[src/rtl/baud_pkg.sv]
package baud_pkg;
  localparam int unsigned DEF_INT_W  = 16;
  localparam int unsigned DEF_FRAC_W = 6;
  localparam int unsigned DEF_OVERSMP = 16;
endpackage

[src/rtl/baud_restart_ctl.sv]
module baud_restart_ctl #(
  parameter int unsigned INT_W  = baud_pkg::DEF_INT_W,
  parameter int unsigned FRAC_W = baud_pkg::DEF_FRAC_W
) (
  input  logic              clk,
  input  logic              rst_n,
  input  logic              enable,
  input  logic [INT_W-1:0]  div_int,
  input  logic [FRAC_W-1:0] div_frac,
  output logic              restart
);
  logic [INT_W-1:0]  int_q;
  logic [FRAC_W-1:0] frac_q;

  always_ff @(posedge clk) begin
    if (!rst_n) begin
      int_q  <= '0;
      frac_q <= '0;
    end else begin
      int_q  <= div_int;
      frac_q <= div_frac;
    end
  end

  assign restart = !enable || (div_int == '0) ||
                   (div_int != int_q) || (div_frac != frac_q);
endmodule

[src/rtl/baud_frac_period.sv]
module baud_frac_period #(
  parameter int unsigned INT_W  = baud_pkg::DEF_INT_W,
  parameter int unsigned FRAC_W = baud_pkg::DEF_FRAC_W
) (
  input  logic              clk,
  input  logic              rst_n,
  input  logic              restart,
  input  logic [INT_W-1:0]  div_int,
  input  logic [FRAC_W-1:0] div_frac,
  output logic              strobe,
  output logic              tick
);
  logic [INT_W-1:0]  cnt;
  logic [INT_W-1:0]  target;
  logic [FRAC_W-1:0] acc;
  logic [FRAC_W:0]   sum;

  assign sum    = {1'b0, acc} + {1'b0, div_frac};
  assign strobe = !restart && (cnt == target);

  always_ff @(posedge clk) begin
    if (!rst_n || restart) begin
      cnt    <= '0;
      acc    <= '0;
      target <= div_int - INT_W'(1);
      tick   <= 1'b0;
    end else if (strobe) begin
      cnt    <= '0;
      acc    <= sum[FRAC_W-1:0];
      target <= div_int - INT_W'(1) + INT_W'(sum[FRAC_W]);
      tick   <= 1'b1;
    end else begin
      cnt    <= cnt + INT_W'(1);
      tick   <= 1'b0;
    end
  end

  AST_RESTART_CLEARS: assert property (@(posedge clk) disable iff (!rst_n)
    restart |=> (cnt == '0 && acc == '0 && !tick));

  AST_PERIOD_BOUND: assert property (@(posedge clk) disable iff (!rst_n)
    (!restart && $past(!restart) && $stable(div_int)) |->
      (target == div_int - INT_W'(1) || target == div_int));

  AST_SINGLE_PULSE: assert property (@(posedge clk) disable iff (!rst_n)
    (tick && div_int > INT_W'(1) && $stable(div_int)) |=> !tick);
endmodule

[src/rtl/baud_bit_div.sv]
module baud_bit_div #(
  parameter int unsigned OVERSMP = baud_pkg::DEF_OVERSMP
) (
  input  logic clk,
  input  logic rst_n,
  input  logic restart,
  input  logic strobe,
  output logic tick_bit
);
  localparam int unsigned SUB_W = $clog2(OVERSMP);
  logic [SUB_W-1:0] sub;

  always_ff @(posedge clk) begin
    if (!rst_n || restart) begin
      sub      <= '0;
      tick_bit <= 1'b0;
    end else if (strobe) begin
      sub      <= (sub == SUB_W'(OVERSMP - 1)) ? '0 : sub + SUB_W'(1);
      tick_bit <= (sub == SUB_W'(OVERSMP - 1));
    end else begin
      tick_bit <= 1'b0;
    end
  end

  AST_BIT_NO_REPEAT: assert property (@(posedge clk) disable iff (!rst_n)
    tick_bit |=> !tick_bit);
endmodule

[src/rtl/baud_frac_gen.sv]
module baud_frac_gen #(
  parameter int unsigned INT_W   = baud_pkg::DEF_INT_W,
  parameter int unsigned FRAC_W  = baud_pkg::DEF_FRAC_W,
  parameter int unsigned OVERSMP = baud_pkg::DEF_OVERSMP
) (
  input  logic              clk,
  input  logic              rst_n,
  input  logic              enable,
  input  logic [INT_W-1:0]  div_int,
  input  logic [FRAC_W-1:0] div_frac,
  output logic              tick16,
  output logic              tick_bit
);
  logic restart;
  logic strobe;

  baud_restart_ctl #(.INT_W(INT_W), .FRAC_W(FRAC_W)) u_restart (
    .clk(clk), .rst_n(rst_n), .enable(enable),
    .div_int(div_int), .div_frac(div_frac), .restart(restart)
  );

  baud_frac_period #(.INT_W(INT_W), .FRAC_W(FRAC_W)) u_period (
    .clk(clk), .rst_n(rst_n), .restart(restart),
    .div_int(div_int), .div_frac(div_frac),
    .strobe(strobe), .tick(tick16)
  );

  baud_bit_div #(.OVERSMP(OVERSMP)) u_bitdiv (
    .clk(clk), .rst_n(rst_n), .restart(restart),
    .strobe(strobe), .tick_bit(tick_bit)
  );

  AST_IDLE_QUIET: assert property (@(posedge clk) disable iff (!rst_n)
    (!enable || div_int == '0) |=> (!tick16 && !tick_bit));

  AST_BIT_ALIGN: assert property (@(posedge clk) disable iff (!rst_n)
    tick_bit |-> tick16);

  AST_RESET_QUIET: assert property (@(posedge clk)
    !rst_n |=> (!tick16 && !tick_bit));
endmodule

[config.mk]
export PLATFORM = sky130hd
export DESIGN_NAME = baud_frac_gen
export DESIGN_NICKNAME = d
export VERILOG_FILES = /design/src/rtl/baud_pkg.sv /design/src/rtl/baud_restart_ctl.sv /design/src/rtl/baud_frac_period.sv /design/src/rtl/baud_bit_div.sv /design/src/rtl/baud_frac_gen.sv
export SDC_FILE = /design/constraint.sdc
export NUM_CORES = 1
export LEC_CHECK = 0
export BUFFER_PORTS_ARGS = -buffer_cell sky130_fd_sc_hd__buf_2
export CAP_MARGIN = 20
export CORE_MARGIN = 2
export CORE_UTILIZATION = 30
export DETAILED_ROUTE_END_ITERATION = 10
export PLACE_DENSITY_LB_ADDON = 0.25
export SLEW_MARGIN = 20
export SYNTH_ARGS = -nofsm -noshare
export SYNTH_HDL_FRONTEND = slang
export SYNTH_HIERARCHICAL = 1
export SYNTH_SLANG_ARGS = --single-unit
[constraint.sdc]
create_clock -name clk -period 4.8 [get_ports clk]
set_input_delay 0.96 -clock clk [delete_from_list [all_inputs] [get_ports clk]]
set_output_delay 0.96 -clock clk [all_outputs]
set_load 0.02 [all_outputs]
==> metrics.txt <==
status finished, final reports clean; Reg clk slew, reported paths 50 ps; met2 Track Usage GR 0.220; die width 116 µm; CTS max path bufs 2; Num CTS Buffers 9; TritonRoute pass-1 iters 4; Logic pwr share 0.086; # DRC 0; largest net degree at the start of global routing 26; IO Count 27; Syn Inst Count 417; VDD IR max 183 µV; Seq/Total Area, Yosys 0.392; max-slew violations 0; Core Util, Final 0.360; type of the worst min-delay path flop to flop; die area 13500 µm²; critical path class input port to flop; Critical Path AT 3890 ps; placer congestion estimate around 0.87; GRT overflow 0; RSZ-0062 raised after global routing no; Ys Warns 6; M3 GR Usage 0.0239; Flop pwr share 0.441; busiest grt layer met2; area grow syn2layout 15.8%; synthesis-stage register bit count 66; first-pass GRT wire length 14.2 mm; Mapped Nets around 450; met1 Usage GRT 0.183; Buf/Inv on CP 3; final setup violation count 0; effective utilization at floorplan 0.310; mapped cell area 3780 µm²; CTS Root Buffer Type clkbuf_16; CTS tree done; crit-path max FO 6; Global Route Usage Sum 0.135; Worst setup EP type flop; measured slew at the worst slew-check pin 838 ps; antenna-violating nets left 0; post-CTS sizing 0; vias per inst 4.75; max_slew headroom 0.436; Sw Share 0.223; fraction of registers with async set or reset after synthesis 0; cell-by-cell trace of the critical path buf_2, ha_1, inv_1, fa_1, inv_1, a21oi_1, o21bai_1, a21o_1, a21o_1, ha_1, nand4_1, a31oi_1, or3b_1, o32ai_1, a31oi_1; Top FF cell, synth dfxtp_1; # rows 40; Hold Buf Count CTS 0; final WL a little over 8 mm; via count 2919; Period minus WS final 3830 ps; initial antenna violation count 0; Post-layout nets around 480; Worst path top cell family by delay compound AO/OA/AOI/OAI gates; Fin Clk Skew 6.34 ps; max frequency 0.261 GHz; internal power 1.05 mW; Post-synth EDFFs 16; Fin Setup TNS 0 ps; Setup Buffers After CTS 0; Required @ worst endpoint slightly below 5000 ps; P per Cell Area 309 nW/µm²; 1st-iter DRT viols 109; final setup margin 974 ps; CTS Sinks 66; DP Area 4070 µm²; slowest CP cell or3b_1; Max Cap Violations 0; Clock power frac 0.473; Crit path largest cell delay 500 ps; wire per inst ~13 µm; Core ar. 12200 µm²; vias in the first global route 2916; average cell area after synthesis 9.06 µm²; hpwl dp 6.16 mm; fin area 4370 µm²; final number of hold-violating endpoints 0; dpl ws 630 ps; IO Port Bufs 26; Synth cell types 53; die height roughly 120 µm; Clk Latency, worst-skew pair 320 ps; Ant. Diodes 0; part of the cycle the worst path needs 0.797; leakage 1.59 nW; P_sw 301 µW; H-tree level count 3; layout cells sized above 1 0.114; Worst setup SP type input port
[power groups by stage]
| stage | combinational [mW] | clock (mW) | sequential, mW |
|---|---|---|---|
| finish | 0.116 | 0.639 | 0.597 |
| global route | 0.130 | 0.678 | 0.598 |
| CTS | 0.117 | 0.655 | 0.597 |
| detailed placement | 0.116 | 0 | 0.609 |
| global placement | 0.114 | 0 | 0.608 |
| floorplan | 0.0759 | 0 | 0.607 |
[cell usage in the layout, fill, tap and decap left out, drive strengths merged, types with 14 or more instances in the layout]
cell type	n
buf	29
dfxtp	50
and2	23
nor2	46
nand2	23
xor2	17
edfxtp	16
nand3	15
xnor2	56
nand4	15
a21oi	14
[synthesized netlist by cell type (12+ instances only)]
cell type	n	area (µm²)
xnor2_1	55	482
dfxtp_1	50	1000
nor2_1	46	173
and2_1	22	138
nand2_1	22	82.6
xor2_1	17	149
edfxtp_1	16	480
nand3_1	15	75.1
nand4_1	15	93.8
a21oi_1	14	70.1
inv_1	13	48.8
nor4_1	12	75.1
[stage by stage]
stage	instances	power, mW	hold slack, ps
floorplan	417	0.683	436
global placement	599	0.723	444
detailed placement	599	0.725	459
CTS	615	1.37	467
global route	615	1.41	499
finish	615	1.35	463
[metal layers]
| metal | share of wire | wire length, µm | vias up |
|---|---|---|---|
| met2 | 0.47 | 3880 | 42 |
| met4 | 0.0098 | 81 | 0 |
| met5 | 0 | 0 | - |
| met3 | 0.030 | 252 | 9 |
| met1 | 0.49 | 4050 | 1357 |
| li1 | - | - | 1511 |
[path summary, 6_finish.rpt]
check,from,slack [ps],to,cells past startpoint
setup / recovery,div_frac[0],970,u_period/target[15],15
hold / removal,u_period/acc[5],460,u_period/acc[5],2
setup reg to reg,u_period/acc[0],1390,u_period/target[15],14
hold reg to reg,u_period/acc[5],460,u_period/acc[5],2
[logic make-up after synthesis]
kind of cell	after synthesis	share of synthesized area
AND/OR/NAND/NOR	184	0.259
flip-flops	66	0.392
buffers and inverters	28	0.0308
multiplexers	11	0.0295
adder cells (fa/ha/maj)	12	0.0417
XOR/XNOR	73	0.171
AO/OA/AOI/OAI	43	0.0756
[sequential cells by signal, summed over array words and instances (netlist names)]
signal,cells
u_period/cnt,16
u_period/tick,1
u_restart/frac_q,6
u_period/acc,6
u_bitdiv/tick_bit,1
u_restart/int_q,16
u_bitdiv/sub,4
u_period/target,16
[tightest hold or removal path, stage by stage, from the launching register on]
cell	delay, ps
dfxtp_1	310
nand2_1	50
a21oi_1	50
[final cells by class]
class	count	area [µm²]
multi-input cells	323	2180
clock buffers	13	283
fillers	1228	7790
flip-flops and latches	66	1480
well taps	168	210
repair buffers	29	153
clock inverters	3	18.8
inverters	13	48.8
(Power assumes the default switching activity.)
